## src/rtl/tpc_pkg.sv

```systemverilog
package tpc_pkg;
  localparam int unsigned WORD_W = 32;

  // function code field
  localparam int unsigned FN_LSB = 0;
  localparam int unsigned FN_W   = 3;
  localparam logic [FN_W-1:0] FN_CAPTURE = 3'd1;
  localparam logic [FN_W-1:0] FN_COMPARE = 3'd2;
  localparam logic [FN_W-1:0] FN_PWM     = 3'd3;
  localparam logic [FN_W-1:0] FN_GPIO    = 3'd4;

  // pad control bits
  localparam int unsigned PAD_LVL_BIT = 4;
  localparam int unsigned PAD_DRV_BIT = 5;

  // interrupt enable
  localparam int unsigned IRQ_EN_BIT = 8;

  // edge select field
  localparam int unsigned EDGE_LSB = 16;
  localparam int unsigned EDGE_W   = 2;

  // status layout
  localparam int unsigned ST_FLAG_BIT = 0;
  localparam int unsigned ST_PIN_BIT  = 8;

  typedef enum logic {
    REG_CTRL   = 1'b0,
    REG_STATUS = 1'b1
  } reg_sel_e;
endpackage

```

## src/rtl/tpc_rst_sync.sv

```systemverilog
module tpc_rst_sync #(
  parameter int unsigned STAGES = 2
) (
  input  logic clk,
  input  logic rst_n,
  output logic rst_n_sync
);
  logic [STAGES-1:0] chain_q;
  logic [STAGES-1:0] chain_d;

  always_comb begin
    chain_d = {chain_q[STAGES-2:0], 1'b1};
  end

  always_ff @(posedge clk or negedge rst_n) begin
    if (!rst_n) chain_q <= '0;
    else        chain_q <= chain_d;
  end

  assign rst_n_sync = chain_q[STAGES-1];
endmodule

```

## src/rtl/tpc_pin_sync.sv

```systemverilog
module tpc_pin_sync #(
  parameter int unsigned STAGES = 2
) (
  input  logic clk,
  input  logic rst_n,
  input  logic async_in,
  output logic sync_out
);
  logic [STAGES-1:0] stage_q;

  for (genvar i = 0; i < STAGES; i++) begin : g_stage
    logic stage_d;
    if (i == 0) begin : g_first
      assign stage_d = async_in;
    end else begin : g_next
      assign stage_d = stage_q[i-1];
    end
    always_ff @(posedge clk or negedge rst_n) begin
      if (!rst_n) stage_q[i] <= 1'b0;
      else        stage_q[i] <= stage_d;
    end
  end

  assign sync_out = stage_q[STAGES-1];
endmodule

```

## src/rtl/tpc_edge_det.sv

```systemverilog
module tpc_edge_det (
  input  logic clk,
  input  logic rst_n,
  input  logic level,
  output logic rise,
  output logic fall
);
  logic prev_q;

  always_ff @(posedge clk or negedge rst_n) begin
    if (!rst_n) prev_q <= 1'b0;
    else        prev_q <= level;
  end

  always_comb begin
    rise = level & ~prev_q;
    fall = ~level & prev_q;
  end

  assert_edge_excl_R4: assert property (@(posedge clk) disable iff (!rst_n)
    $onehot0({rise, fall}));
  assert_rise_prev_R8: assert property (@(posedge clk) disable iff (!rst_n)
    rise |=> prev_q);
endmodule

```

## src/rtl/tpc_unit.sv

```systemverilog
module tpc_unit #(
  parameter int unsigned SYNC_STAGES = 2,
  parameter int unsigned RST_STAGES  = 2
) (
  input  logic        clk,
  input  logic        rst_n,
  input  logic        wr_en,
  input  logic        addr,
  input  logic [31:0] wr_data,
  output logic [31:0] rd_data,
  input  logic        pin_in,
  output logic        pin_oe,
  output logic        pin_out,
  output logic        irq
);
  import tpc_pkg::*;

  logic rst_ni;
  logic pin_lvl;
  logic pin_rise;
  logic pin_fall;

  logic [WORD_W-1:0] ctrl_q, ctrl_d;
  logic              flag_q, flag_d;
  logic              ctrl_we;
  logic              flag_clr;
  logic              cap_on;
  logic              cap_event;
  logic [FN_W-1:0]   fn_code;
  logic [EDGE_W-1:0] edge_sel;

  tpc_rst_sync #(.STAGES(RST_STAGES)) u_rst (
    .clk        (clk),
    .rst_n      (rst_n),
    .rst_n_sync (rst_ni)
  );

  tpc_pin_sync #(.STAGES(SYNC_STAGES)) u_sync (
    .clk      (clk),
    .rst_n    (rst_ni),
    .async_in (pin_in),
    .sync_out (pin_lvl)
  );

  tpc_edge_det u_edge (
    .clk   (clk),
    .rst_n (rst_ni),
    .level (pin_lvl),
    .rise  (pin_rise),
    .fall  (pin_fall)
  );

  // field decode
  always_comb begin
    fn_code   = ctrl_q[FN_LSB +: FN_W];
    edge_sel  = ctrl_q[EDGE_LSB +: EDGE_W];
    cap_on    = (fn_code == FN_CAPTURE) && (edge_sel != '0);
    cap_event = cap_on && ((edge_sel[0] && pin_rise) || (edge_sel[1] && pin_fall));
  end

  // next state
  always_comb begin
    ctrl_we  = wr_en && (addr == REG_CTRL);
    flag_clr = wr_en && (addr == REG_STATUS) && wr_data[ST_FLAG_BIT];
    ctrl_d   = ctrl_q;
    if (ctrl_we) ctrl_d = wr_data;
    flag_d   = (flag_q && !flag_clr) || cap_event;
  end

  // registers
  always_ff @(posedge clk or negedge rst_ni) begin
    if (!rst_ni) begin
      ctrl_q <= '0;
      flag_q <= 1'b0;
    end else begin
      if (ctrl_we) ctrl_q <= ctrl_d;
      flag_q <= flag_d;
    end
  end

  // outputs
  always_comb begin
    pin_oe  = (fn_code == FN_GPIO) && ctrl_q[PAD_DRV_BIT];
    pin_out = ctrl_q[PAD_LVL_BIT];
    irq     = ctrl_q[IRQ_EN_BIT] && flag_q;
    rd_data = '0;
    if (addr == REG_CTRL) begin
      rd_data = ctrl_q;
    end else begin
      rd_data[ST_FLAG_BIT] = flag_q;
      rd_data[ST_PIN_BIT]  = pin_lvl;
    end
  end

  assert_event_wins_R10: assert property (@(posedge clk) disable iff (!rst_ni)
    cap_event |=> flag_q);
  assert_w1c_R5: assert property (@(posedge clk) disable iff (!rst_ni)
    (flag_clr && !cap_event) |=> !flag_q);
  assert_flag_hold_R5: assert property (@(posedge clk) disable iff (!rst_ni)
    (!flag_clr && !cap_event) |=> $stable(flag_q));
  assert_oe_gpio_R2: assert property (@(posedge clk) disable iff (!rst_ni)
    pin_oe |-> (ctrl_q[FN_LSB +: FN_W] == FN_GPIO));
  assert_cap_input_R7: assert property (@(posedge clk) disable iff (!rst_ni)
    (ctrl_q[FN_LSB +: FN_W] == FN_CAPTURE) |-> !pin_oe);
  assert_irq_flag_R3: assert property (@(posedge clk) disable iff (!rst_ni)
    irq |-> rd_data[31:0] == rd_data[31:0] && flag_q && ctrl_q[IRQ_EN_BIT]);
  assert_no_event_R11: assert property (@(posedge clk) disable iff (!rst_ni)
    (ctrl_q[FN_LSB +: FN_W] != FN_CAPTURE) |-> !cap_event);
endmodule

```

## config.mk

```make
export PLATFORM = sky130hd
export DESIGN_NAME = tpc_unit
export DESIGN_NICKNAME = d
export VERILOG_FILES = /design/src/rtl/tpc_pkg.sv /design/src/rtl/tpc_rst_sync.sv /design/src/rtl/tpc_pin_sync.sv /design/src/rtl/tpc_edge_det.sv /design/src/rtl/tpc_unit.sv
export SDC_FILE = /design/constraint.sdc
export NUM_CORES = 1
export LEC_CHECK = 0
export CORE_MARGIN = 3
export CORE_UTILIZATION = 43
export CTS_CLUSTER_DIAMETER = 120
export CTS_CLUSTER_SIZE = 28
export DETAILED_ROUTE_END_ITERATION = 8
export PLACE_DENSITY = 0.8
export RECOVER_POWER = 25
export SYNTH_ARGS = -nofsm -noshare
export SYNTH_HDL_FRONTEND = slang
export SYNTH_HIERARCHICAL = 1
export SYNTH_SLANG_ARGS = --single-unit
```

## constraint.sdc

```tcl
create_clock -name clk -period 1.2 [get_ports clk]
set_input_delay 0.24 -clock clk [delete_from_list [all_inputs] [get_ports clk]]
set_output_delay 0.24 -clock clk [all_outputs]
set_load 0.01 [all_outputs]
```

==> results of run 1 <==
## cells by family after synthesis
logic type / Yosys count / synth area share [%]
DFF: 38 / 53.2
and+or+nand+nor: 38 / 13.2
muxes: 34 / 27.7
buffers and inverters: 7 / 4.62
AOI/OAI and AO/OA: 2 / 1.05
other: 1 / 0.210
## power by group
| group | leakage, nW | internal, mW | switching, mW |
|---|---|---|---|
| sequential | 0.447 | 1.46 | 0.109 |
| clock | 0.0482 | 0.463 | 0.433 |
| combinational | 0.966 | 0.824 | 0.378 |
## registers in the layout, summed over array words and instances, names as in the netlist
name / count
ctrl_q: 32
flag_q: 1
u_edge/prev_q: 1
u_rst/chain_q: 2
u_sync/g_stage.stage_d: 1
u_sync/sync_out: 1
## cell type report
class / count / area, um2
multi-input cells: 75 / 871
fillers: 232 / 840
well taps: 48 / 60.1
clock inverters: 1 / 5.00
clock buffers: 7 / 86.3
flip-flops and latches: 38 / 951
repair buffers: 111 / 1010
## what timing repair did
action                                  CTS  global route
setup buffers                             9            12
pin swaps                                 2             2
gates resized for setup                 159            35
cloned                                    2             0
endpoints found under the setup margin   68            51
## metrics by stage
| step | cells | area (um2) |
|---|---|---|
| 6_report | 280 | 2990 |
| 5_1_grt | 280 | 2990 |
| 4_1_cts | 269 | 2730 |
| 3_5_place_dp | 250 | 2640 |
| 3_3_place_gp | 250 | 2640 |
| 2_1_floorplan | 120 | 1790 |
## how the worst min path moves through the flow
stage                                     from                         end  cells after the start
floorplan                                rst_n  u_rst/chain_q[0]$_DFF_PN0_                      0
global placement    u_rst/chain_q[1]$_DFF_PN0_      ctrl_q[24]$_DFFE_PN0P_                      1
detailed placement  u_rst/chain_q[1]$_DFF_PN0_       ctrl_q[9]$_DFFE_PN0P_                      1
CTS                                      rst_n  u_rst/chain_q[0]$_DFF_PN0_                      1
global route                             rst_n  u_rst/chain_q[0]$_DFF_PN0_                      1
finish                                   rst_n  u_rst/chain_q[0]$_DFF_PN0_                      1
## placed cells by master, fill, tap and decap left out, drive strengths merged
master	netlist	layout
a32o	1	1
buf	4	75
dfrtp	38	38
conb	1	1
mux2	34	34
dlygate4sd3	0	2
nor2	1	1
and2	1	1
clkinv	0	1
clkdlybuf4s50	0	32
a22o	1	1
nand3	1	1
nand2	1	1
dlygate4sd2	0	1
clkbuf	3	8
nor3	1	1
and2b	1	1
nor2b	32	32
## cell usage after synthesis, drive strengths merged
cell type	number
and2	1
a22o	1
a32o	1
conb	1
buf	4
nor2b	32
and2b	1
dfrtp	38
clkbuf	3
mux2	34
nand2	1
nor2	1
nand3	1
nor3	1
## per-layer routing
metal  GRT usage [%]  share of wire [%]  up-vias
met1            22.8                 41      630
met4            5.74               0.69        0
met2            29.5                 52       43
met3            6.62                6.5        4
met5               0                  0        -
li1                -                  -      619
==> qor.yml, run 1 <==
layout:
  diodes: 0
  fin_nets: 268
  area_delta_synth_final_pct: 67.2
  finalCoreUtilization_pct: 78.1
  drive_gt1_share_pct: 57.3
clock_network:
  clock-sinks: 38
  clk_pin_slew_ns: 0.07
  cts_tree: "yes"
  h-tree-depth: 2
  hold_buffers: 0
  cts_root_buf: "clkbuf_8"
  clk_latency_ns: 0.29
  cts_buffers: 5
  clk_path_buf_depth: 2
setup_path:
  end_kind: "output pin"
  cp_cell_sequence: "mux2_2 -> buf_6"
  path_delay_family: "flip-flops"
  r2r-start: "u_sync/sync_out$_DFF_PN0_"
  r2r_end: "flag_q$_DFF_PN0_"
  r2r_setup_slack_ns: 0.03
  worstPathMaxFanout: 4
  crit_end: "rd_data[0]"
  crit_cells: 2
  crit_required_ns: 0.96
  cp-start-kind: "register"
  worst-setup-path-type: "register to output pin"
  worstSetupStartpoint: "ctrl_q[0]$_DFFE_PN0P_"
  max_stage_delay_ns: 0.42
  cp_slowest_cell: "dfrtp_1"
  reg2reg_depth: 4
  cp_num_buf_inv: 1
  arrival_ns: 1.12
route:
  drtIter0Drc: 38
  vias: 1296
  drc: 0
  ant_nets: 0
  vias_per_cell: 4.63
  dr.pass1.iters: 4
  drt_wl_total_um: 4480
  post_drt_wl_per_cell_um: 16.0
min_path:
  hold_class: "input pin to async pin"
die:
  die_w_um: 70.5
  coreArea_um2: 3830
  num_io_pins: 72
  start_util_pct: 46.7
  row_count: 22
  fp.dieArea_um2: 4960
  die_height_um: 70.5
sta:
  max_freq_mhz: 737
  tns_ns: -0.440
  hold_ws_ns: 0.171
  setup_ws_ns: -0.156
  finalSetupViolations: 4
  finalHoldViolCount: 0
  rsz0062_at_grt: "true"
  final_max_slew_viol_count: 0
  fin_crit_sh_pct: 113
  worst_slew_pin_slew_ns: 0.821
  fin_crit_ns: 1.36
  final.setup_skew_ns: 0.00672
  relSlewSlack_pct: 45.3
grt:
  grt_max_degree: 22
  grt_use_total_pct: 18.3
  grt_pass1_wl_um: 6910
  antenna_found_initial: 0
  grt.overflow.total: 0
  first_global_vias: 1353
placement:
  pre_cts_ws_ns: -0.760
  place.gp.congestion: 0.727
  place.port_buffers: 71
  dpl.hpwl_um: 2890
status:
  violations: "negative setup slack"
  status: "finished with violations"
synthesis:
  ys_seq_area_share_pct: 53.2
  yosys-top-cells-area: "dfrtp_1, mux2_4, nor2b_1, buf_12, mux2_2"
  netlist.area_leader.share_pct: 53.2
  synth_seq_cells: 38
  yosys_warnings: 6
  synthDistinctLibCells: 17
  synth_nets: 157
  synth_top_area_cell: "dfrtp_1"
  syn-instance-count: 120
  synth_area_per_cell_um2: 14.9
  synthesis.area_um2: 1790
power:
  p_leak_nw: 1.46
  total_power_mw: 3.66
  ir_drop_mv: 0.616
  p_per_area_nw_per_um2: 1230
run:
  timing.max_cap.violations: 0
(Power assumes the default switching activity.)
==> inputs of run 2 (changes only) <==
--- a/config.mk
+++ b/config.mk
@@ -10,6 +10,7 @@
 export CTS_CLUSTER_DIAMETER = 120
 export CTS_CLUSTER_SIZE = 28
 export DETAILED_ROUTE_END_ITERATION = 8
+export GPL_TIMING_DRIVEN = 0
 export PLACE_DENSITY = 0.8
 export RECOVER_POWER = 25
 export SYNTH_ARGS = -nofsm -noshare
==> run 2 against run 1 <==
The run still ends with negative setup slack left. Register-to-register slack got worse by 0.07 ns. Clock-buffer cell count decreased by 1. Core utilization increased by 1.0 points. Critical path type unchanged. Via count increased by 5.0%. Fmax about the same. Clock power increased by 51%. Critical path depth unchanged. Hold slack improved by 0.0043 ns. Non-clock buffer count increased by 2. First-iteration DRC count increased by 37%.
==> qor.yml, run 2 (synthesis gave the netlist of run 1 again) <==
die:
  num_io_pins: 72  # unchanged
  row_count: 22  # unchanged
  fp.dieArea_um2: 4960  # unchanged
  start_util_pct: 46.7  # unchanged
  die_w_um: 70.5  # unchanged
  coreArea_um2: 3830  # unchanged
  die_height_um: 70.5  # unchanged
clock_network:
  clk_pin_slew_ns: 0.08  # about the same
  clk_path_buf_depth: 2  # unchanged
  clock-sinks: 38  # unchanged
  cts_buffers: 5  # unchanged
  hold_buffers: 0  # unchanged
  cts_tree: "yes"
  clk_latency_ns: 0.29  # about the same
  cts_root_buf: "clkbuf_8"
  h-tree-depth: 2  # unchanged
grt:
  grt.overflow.total: 0  # unchanged
  grt_use_total_pct: 18.7  # +0.43 points
  antenna_found_initial: 0  # unchanged
  grt_max_degree: 37  # +68%
  first_global_vias: 1435  # +6.1%
  grt_pass1_wl_um: 7130  # +3.2%
layout:
  regMostFlops: "ctrl_q"
  final_cell_mix: "dfrtp_1, mux2_4, clkdlybuf4s50_1"
  drive_gt1_share_pct: 58.1  # +0.79 points
  fin_nets: 270  # +0.75%
  diodes: 0  # unchanged
  final_cells: 282  # +0.71%
  layout_commonest_cell: "dfrtp_1"
  area_delta_synth_final_pct: 69.4
  largest_reg_flops: 32  # unchanged
  reg.largest.list: "ctrl_q: 32 flops, u_rst/chain_q: 2 flops"
  final_area_um2: 3030  # +1.3%
placement:
  place_inst: 239  # -4.4%
  place.port_buffers: 71  # unchanged
  dpl.hpwl_um: 2940  # +1.7%
  place.gp.congestion: 0.739  # +1.6%
  place_area_um2: 2560  # -3.1%
sta:
  setup_ws_ns: -0.157  # -0.000742 ns
  finalSetupViolations: 7  # +3
  worst_slew_pin_slew_ns: 0.774  # -0.0465 ns
  finalHoldViolCount: 0  # unchanged
  final_max_slew_viol_count: 0  # unchanged
  relSlewSlack_pct: 48.4  # +3.1 points
  final.setup_skew_ns: 0.00886  # +0.00214 ns
  fin_crit_sh_pct: 113  # about the same
  fin_crit_ns: 1.36  # +0.000742 ns
  max_freq_mhz: 737  # about the same
  rsz0062_at_grt: "true"
run:
  timing.max_cap.violations: 0  # unchanged
route:
  drtIter0Drc: 52  # +37%
  vias_per_cell: 4.83  # +4.3%
  vias: 1361  # +5.0%
  drt_wl_total_um: 4690  # +4.8%
  drc: 0  # unchanged
  ant_nets: 0  # unchanged
  post_drt_wl_per_cell_um: 16.6  # +4.1%
  dr.pass1.iters: 4  # unchanged
setup_path:
  max_stage_delay_ns: 0.41  # about the same
  cp-start-kind: "register"
  arrival_ns: 1.12  # about the same
  cp_slowest_cell: "dfrtp_1"
  crit_required_ns: 0.96  # about the same
  worstPathMaxFanout: 3  # -1
  cp_num_buf_inv: 1  # unchanged
  end_kind: "output pin"
  path_delay_family: "flip-flops"
  worst-setup-path-type: "register to output pin"
  cp_cell_sequence: "mux2_4 -> buf_6"
power:
  p_leak_nw: 1.49  # +1.7%
  ir_drop_mv: 0.757  # +23%
  p_per_area_nw_per_um2: 1370  # +11%
  total_power_mw: 4.13  # +13%
status:
  violations: "negative setup slack"
  status: "finished with violations"
min_path:
  hold_class: "input pin to async pin"
-- run 2: cell count changes in the layout (fill, tap and decap cells not counted), sizes merged --
cell / before / now
clkinv: 1 / 0
buf: 75 / 72
clkbuf: 8 / 11
bufinv: 0 / 2
bufbuf: 0 / 1
-- run 2: stage by stage --
step | setup slack [ns] | hold slack (ns) | util [%] | TNS, ns
finish | -0.157 | 0.175 | 79.1 | -0.526
floorplan | 0.0645 | -0.0556 | - | 0
CTS | -0.174 | 0.104 | 72.7 | -0.585
global route | -0.192 | 0.171 | 79.1 | -1.16
global placement | -0.938 | 0.334 | 66.8 | -54.59
detailed placement | -0.944 | 0.335 | 66.8 | -58.28
-- run 2: path summary, 6_finish.rpt --
| path | end | cells after the start | startpoint | slack, ns |
|---|---|---|---|---|
| worst max-delay path | rd_data[0] | 2 | ctrl_q[0]$_DFFE_PN0P_ | -0.16 |
| worst min-delay path | u_rst/chain_q[0]$_DFF_PN0_ | 1 | rst_n | 0.17 |
| worst max register to register | flag_q$_DFF_PN0_ | 4 | u_sync/sync_out$_DFF_PN0_ | -0.04 |
| worst min register to register | ctrl_q[6]$_DFFE_PN0P_ | 0 | u_rst/chain_q[1]$_DFF_PN0_ | 0.35 |
| max in group asynchronous | ctrl_q[10]$_DFFE_PN0P_ | 0 | u_rst/chain_q[1]$_DFF_PN0_ | 0.35 |
| min in group clk | u_sync/sync_out$_DFF_PN0_ | 0 | u_sync/g_stage[1].stage_d$_DFF_PN0_ | 0.35 |
-- run 2: area by class of cell --
cell class | count | area [um2]
flip-flops and latches | 38 | 952
repair buffers | 106 | 896
multi-input cells | 75 | 863
fillers | 214 | 800
plain buffers | 7 | 113
clock buffers | 6 | 82.6
clock inverters | 2 | 60.1
well taps | 48 | 60.1
-- run 2: worst register-to-register path, delay by kind of cell (launching register included) --
family | cells | cell delay (ns)
AOI/OAI and AO/OA | 2 | 0.39
buffers and inverters | 1 | 0.15
and+or+nand+nor | 1 | 0.23
DFF | 1 | 0.37
-- run 2: layer usage --
| metal | track usage [%] | up-vias | wire [um] |
|---|---|---|---|
| li1 | - | 626 | - |
| met3 | 4.89 | 11 | 260 |
| met5 | 0 | - | 0 |
| met4 | 7.66 | 0 | 112 |
| met2 | 32.3 | 55 | 2420 |
| met1 | 21.9 | 669 | 1900 |
-- run 2: report_power, final --
group / leakage (nW) / internal [mW] / total [mW] / switching, mW
combinational: 0.968 / 0.829 / 1.20 / 0.367
sequential: 0.446 / 1.46 / 1.59 / 0.132
clock: 0.0714 / 0.887 / 1.35 / 0.461
total: 1.49 / 3.17 / 4.13 / 0.960
-- run 2: repair_timing --
action,CTS,global route
pin swaps,2,3
setup buffers,20,15
cloned,1,0
endpoints found under the setup margin,103,32
endpoints found under the hold margin,0,0
gates resized for setup,166,32
